## config.mk

```make
export PLATFORM = sky130hd
export DESIGN_NAME = pcmp_pred_unit
export DESIGN_NICKNAME = d
export VERILOG_FILES = /design/src/rtl/pcmp_pkg.sv /design/src/rtl/pcmp_lane.sv /design/src/rtl/pcmp_merge.sv /design/src/rtl/pcmp_pred_file.sv /design/src/rtl/pcmp_pred_unit.sv
export SDC_FILE = /design/constraint.sdc
export NUM_CORES = 1
export LEC_CHECK = 0
export CORE_MARGIN = 2
export CORE_UTILIZATION = 28
export DETAILED_ROUTE_END_ITERATION = 8
export DONT_BUFFER_PORTS = 1
export PLACE_DENSITY = 0.52
export SKIP_CTS_REPAIR_TIMING = 1
export SLEW_MARGIN = 20
export SYNTH_ARGS = -nofsm -noshare
export SYNTH_HDL_FRONTEND = slang
export SYNTH_SLANG_ARGS = --single-unit
```

## constraint.sdc

```tcl
create_clock -name clk -period 3.69 [get_ports clk]
set_input_delay 0.1845 -clock clk [delete_from_list [all_inputs] [get_ports clk]]
set_output_delay 0.1845 -clock clk [all_outputs]
set_load 0.01 [all_outputs]
```

## src/rtl/pcmp_pkg.sv

```systemverilog
package pcmp_pkg;
  localparam int COND_W = 4;
  localparam int OP_W   = 2;

  typedef enum logic [OP_W-1:0] {
    BOP_AND = 2'd0,
    BOP_OR  = 2'd1,
    BOP_XOR = 2'd2,
    BOP_RSV = 2'd3
  } bool_op_e;

  function automatic logic apply_op(input logic [OP_W-1:0] op, input logic x, input logic y);
    case (bool_op_e'(op))
      BOP_OR:  return x | y;
      BOP_XOR: return x ^ y;
      default: return x & y;
    endcase
  endfunction
endpackage

```

## src/rtl/pcmp_lane.sv

```systemverilog
module pcmp_lane
  import pcmp_pkg::*;
#(
  parameter int HALF_W = 16,
  parameter int EXP_W  = 5
) (
  input  logic [HALF_W-1:0] a,
  input  logic [HALF_W-1:0] b,
  input  logic [COND_W-1:0] cond,
  output logic              hit
);
  localparam int MAN_W = HALF_W - 1 - EXP_W;

  logic a_nan, b_nan, unord, both_zero;
  logic [HALF_W-1:0] key_a, key_b;
  logic lt, eq, gt;

  always_comb begin
    a_nan     = (&a[HALF_W-2:MAN_W]) && (|a[MAN_W-1:0]);
    b_nan     = (&b[HALF_W-2:MAN_W]) && (|b[MAN_W-1:0]);
    unord     = a_nan || b_nan;
    both_zero = ~(|a[HALF_W-2:0]) && ~(|b[HALF_W-2:0]);
    // Map to an unsigned ordering key: negatives reversed below positives.
    key_a = a[HALF_W-1] ? ~a : {1'b1, a[HALF_W-2:0]};
    key_b = b[HALF_W-1] ? ~b : {1'b1, b[HALF_W-2:0]};
    lt = !both_zero && (key_a < key_b);
    gt = !both_zero && (key_a > key_b);
    eq = both_zero || (key_a == key_b);
    hit = unord ? cond[COND_W-1] : |(cond[2:0] & {gt, eq, lt});
  end

  always_comb begin
    if (!unord) begin
      AST_ONE_RELATION: assert ($countones({lt, eq, gt}) == 1);
    end
  end
endmodule

```

## src/rtl/pcmp_merge.sv

```systemverilog
module pcmp_merge
  import pcmp_pkg::*;
#(
  parameter int LANES = 2
) (
  input  logic [LANES-1:0] lane_hit,
  input  logic             lane_and,
  input  logic             src_bit,
  input  logic             src_inv,
  input  logic [OP_W-1:0]  bool_op,
  output logic             pri_val,
  output logic             sec_val
);
  logic fold, src;

  always_comb begin
    fold    = lane_and ? (&lane_hit) : (|lane_hit);
    src     = src_bit ^ src_inv;
    pri_val = apply_op(bool_op, fold, src);
    sec_val = apply_op(bool_op, !fold, src);
  end

  always_comb begin
    if (bool_op == BOP_XOR) begin
      AST_XOR_SPLIT: assert (pri_val != sec_val);
    end
  end
endmodule

```

## src/rtl/pcmp_pred_file.sv

```systemverilog
module pcmp_pred_file #(
  parameter int PRED_N = 8,
  localparam int IDX_W = $clog2(PRED_N)
) (
  input  logic              clk,
  input  logic              rst,
  input  logic              pri_we,
  input  logic [IDX_W-1:0]  pri_idx,
  input  logic              pri_val,
  input  logic              sec_we,
  input  logic [IDX_W-1:0]  sec_idx,
  input  logic              sec_val,
  input  logic [IDX_W-1:0]  rd_idx,
  output logic              rd_bit,
  output logic [PRED_N-1:0] bits
);
  logic [PRED_N-2:0] store;

  genvar gi;
  generate
    for (gi = 0; gi < PRED_N - 1; gi++) begin : g_entry
      localparam logic [IDX_W-1:0] MY_IDX = IDX_W'(gi);
      always_ff @(posedge clk) begin
        if (rst) begin
          store[gi] <= 1'b0;
        end else if (pri_we && pri_idx == MY_IDX) begin
          store[gi] <= pri_val;
        end else if (sec_we && sec_idx == MY_IDX) begin
          store[gi] <= sec_val;
        end
      end
    end
  endgenerate

  assign bits   = {1'b1, store};
  assign rd_bit = bits[rd_idx];

  AST_RESET_CLEAR: assert property (@(posedge clk) disable iff (rst)
    $past(rst) |-> (store == '0));
  AST_IDLE_HOLD: assert property (@(posedge clk) disable iff (rst)
    (!pri_we && !sec_we) |=> $stable(store));
endmodule

```

## src/rtl/pcmp_pred_unit.sv

```systemverilog
module pcmp_pred_unit
  import pcmp_pkg::*;
#(
  parameter int LANES  = 2,
  parameter int HALF_W = 16,
  parameter int PRED_N = 8,
  localparam int IDX_W  = $clog2(PRED_N),
  localparam int PAIR_W = LANES * HALF_W
) (
  input  logic              clk,
  input  logic              rst,
  input  logic              in_valid,
  input  logic [PAIR_W-1:0] opa,
  input  logic [PAIR_W-1:0] opb,
  input  logic [COND_W-1:0] cond,
  input  logic              lane_and,
  input  logic [IDX_W-1:0]  src_sel,
  input  logic              src_inv,
  input  logic [OP_W-1:0]   bool_op,
  input  logic [IDX_W-1:0]  pri_dst,
  input  logic [IDX_W-1:0]  sec_dst,
  output logic [PRED_N-1:0] pred_bits
);
  localparam logic [IDX_W-1:0] TRUE_IDX = IDX_W'(PRED_N - 1);

  logic [LANES-1:0] lane_hit;
  logic src_bit, pri_val, sec_val, pri_we, sec_we;

  genvar gl;
  generate
    for (gl = 0; gl < LANES; gl++) begin : g_lane
      pcmp_lane #(.HALF_W(HALF_W)) u_lane (
        .a    (opa[gl*HALF_W +: HALF_W]),
        .b    (opb[gl*HALF_W +: HALF_W]),
        .cond (cond),
        .hit  (lane_hit[gl])
      );
    end
  endgenerate

  pcmp_merge #(.LANES(LANES)) u_merge (
    .lane_hit (lane_hit),
    .lane_and (lane_and),
    .src_bit  (src_bit),
    .src_inv  (src_inv),
    .bool_op  (bool_op),
    .pri_val  (pri_val),
    .sec_val  (sec_val)
  );

  assign pri_we = in_valid && (pri_dst != TRUE_IDX);
  assign sec_we = in_valid && (sec_dst != TRUE_IDX);

  pcmp_pred_file #(.PRED_N(PRED_N)) u_file (
    .clk     (clk),
    .rst     (rst),
    .pri_we  (pri_we),
    .pri_idx (pri_dst),
    .pri_val (pri_val),
    .sec_we  (sec_we),
    .sec_idx (sec_dst),
    .sec_val (sec_val),
    .rd_idx  (src_sel),
    .rd_bit  (src_bit),
    .bits    (pred_bits)
  );

  AST_PRI_WRITE: assert property (@(posedge clk) disable iff (rst)
    (in_valid && pri_dst != TRUE_IDX) |=> (pred_bits[$past(pri_dst)] == $past(pri_val)));
  AST_SEC_WRITE: assert property (@(posedge clk) disable iff (rst)
    (in_valid && sec_dst != TRUE_IDX && sec_dst != pri_dst)
      |=> (pred_bits[$past(sec_dst)] == $past(sec_val)));
  AST_TRUE_ENTRY: assert property (@(posedge clk) disable iff (rst)
    in_valid |=> pred_bits[TRUE_IDX]);
  AST_NO_SILENT_CHANGE: assert property (@(posedge clk) disable iff (rst)
    !in_valid |=> $stable(pred_bits));
endmodule

```

==> run metrics <==
die height approximately 93 um; syn nets between 400 and 500; I/O Buffers 0; RSZ-0062 raised after global routing false; final net count 406; startpoint types input port; synthesized instance count roughly 290; fill count approximately 860; Pre-Repair DR Iteration Count 4; Area contributors post-synth ha_1, xnor2_1, xor2_1; synthesis-to-layout area growth 6.44%; CTS Sinks 7; Worst path slowest cell or4_1; Routed WL ~5.5 mm; remaining global-route overflow 0; Max Slew Vio Count 0; clk slew on worst S/H paths around 0.04 ns; setup TNS 0 ns; Hold Path Class input port to flip-flop; busiest grt layer met2; Worst setup EP type flip-flop; routed via count about 2000; CP peak stage delay ~0.56 ns; fraction of layout cells with a size suffix above 1 under 10%; WP data arrival 3.36 ns; commonest register cell after synthesis dfxtp_1; most frequent cell after synthesis ha_1; Detailed Place HPWL 4.86 mm; met3 usage under 10%; Tcrit/Tclk final 87.3%; H-tree depth 1; Max-Cap Viols 0; initial antenna violation count 0; number of synthesized flops with an enable pin 0; critical path class input port to flip-flop; core area 7690 sq um; clock skew between 0.0007 and 0.0008 ns; GP Congestion 0.758; final hold viol count 0; vias in the first global route ~2100; r2r setup slk 1.12 ns; Min-Delay Startpoint rst; routed length per instance about 14 um; CTS buffer count 3; cell mode on critical path ha_1; Worst EP required about 3.8 ns; power per cell area 197 nW/um^2; maximum vdd ir drop 0.000197 V; Yosys reg bits 7; CP Cell Sequence xor2_1 > ha_1 > nand4_1 > or4_1 > o2111a_1 > a211oi_2 > nor3_1 > a31o_1 > ha_1 > a22oi_1 > o21ai_1 > mux2_2 > nor2_1 > a211oi_1; largest net degree at the start of global routing 17; Synth top area share 21.5%; Worst Path Max Fanout 16; drc violations 0; Largest register FFs 7; status finished, final reports clean; Leak about 0.9 nW; area leader, netlist ha_1; area of the mapped netlist 2220 sq um; gr usage total about an eighth; Post-synth top cells ha_1, xnor2_1, xor2_1; TritonCTS clock tree built; Distinct cells, synth 42; max frequency about 0.31 GHz; Clock Latency Late Sink about 0.23 ns; GR Util met2 between 20% and 30%; # diodes 0; sequential-to-total area share from yosys stat about 6.3%; starting density of the core 28.8%; met1 Use GR between 10 and 15%; io pins 92; vias per cell just over 5; FP Rows 32; Power Total between 0.4 and 0.5 mW; first-pass GRT wire length about 9 mm; Post-DRT Antenna Nets 0; syn_area_per_cell a little under 8 sq um; Syn. warnings 0; final setup fails 0; Die Wd ~93 um; Tmin final between 3 and 4 ns; Bufs on Longest Clock Path 2; die area 8640 sq um; Worst Setup SP opa[15]; DRT iter0 DRCs 24; asr flop ratio synth 0%; clk root buf clkbuf_8; Crit Reg-Reg Startpoint u_file.bits[5]$_SDFFE_PP0P_
path summary, 6_finish.rpt:
path	endpoint	depth (start not counted)
max	u_file.bits[1]$_SDFFE_PP0P_	14
min	u_file.bits[3]$_SDFFE_PP0P_	1
max reg2reg	u_file.bits[1]$_SDFFE_PP0P_	10
min reg2reg	u_file.bits[4]$_SDFFE_PP0P_	3
cells in the final DEF, fill, tap and decap left out, drive strengths merged, types with 4 or more instances in the layout:
| cell type | netlist | final |
|---|---|---|
| o21ai | 10 | 10 |
| nor4 | 14 | 14 |
| xor2 | 30 | 30 |
| inv | 9 | 9 |
| nor3 | 7 | 7 |
| mux2 | 7 | 7 |
| nand4b | 4 | 4 |
| mux2i | 4 | 4 |
| dfxtp | 7 | 7 |
| ha | 38 | 38 |
| a21oi | 21 | 21 |
| nor3b | 5 | 5 |
| nand3 | 11 | 11 |
| nor2 | 23 | 23 |
| nand4 | 7 | 7 |
| xnor2 | 31 | 31 |
| clkbuf | 5 | 4 |
| o211ai | 4 | 4 |
| nand2 | 17 | 17 |
critical path, delay by kind of cell:
family	cells	cell delay [ns]
AO/OA/AOI/OAI	6	1.36
XOR/XNOR	1	0.14
adder cells (fa/ha/maj)	2	0.58
multiplexers	1	0.23
AND/OR/NAND/NOR	4	0.86
per-layer routing:
| layer | routed length [um] | share of wire, % |
|---|---|---|
| met5 | 0 | 0 |
| met4 | 42 | 0.77 |
| met3 | 365 | 6.7 |
| met2 | 2730 | 50 |
| met1 | 2330 | 43 |
kinds of logic (layout without fill, tap and decap cells):
family,after synthesis,in the layout,synth area share [%]
other cells,1,1,0.169
compound gates,51,51,14.7
flops,7,7,6.32
simple gates,99,99,23.7
fa+ha+maj,38,38,21.5
mux,12,12,6.38
buf+inv,18,14,3.22
xor+xnor,61,61,24.1
through the flow:
stage | instances | setup slack (ns) | utilization (%) | instance area [sq um] | hold slack (ns)
6_report | 385 | 0.470 | 30.7 | 2360 | 0.0241
5_1_grt | 385 | 0.162 | 30.7 | 2360 | 0.0176
3_5_place_dp | 381 | 0.222 | 30.1 | 2310 | 0.257
2_1_floorplan | 287 | 0.0309 | - | 2220 | 0.254
3_3_place_gp | 381 | 0.234 | 30.1 | 2310 | 0.255
4_1_cts | 385 | 0.442 | 30.7 | 2360 | 0.0208
report_power, final:
| group | switching (mW) | leakage (nW) | internal [mW] |
|---|---|---|---|
| combinational | 0.133 | 0.811 | 0.140 |
| sequential | 0.00451 | 0.0568 | 0.0794 |
| clock | 0.0332 | 0.0228 | 0.0747 |
| total | 0.170 | 0.890 | 0.294 |
final cells by class:
cell class | count | area, sq um | share of cell area (%)
multi-input combinational | 262 | 2000 | 85.0
timing repair buffer | 1 | 7.51 | 0.318
tap | 102 | 128 | 5.41
sequential | 7 | 140 | 5.94
clock buffer | 4 | 45.0 | 1.91
inverter | 9 | 33.8 | 1.43
No activity file was read; power rests on OpenSTA's default activity.
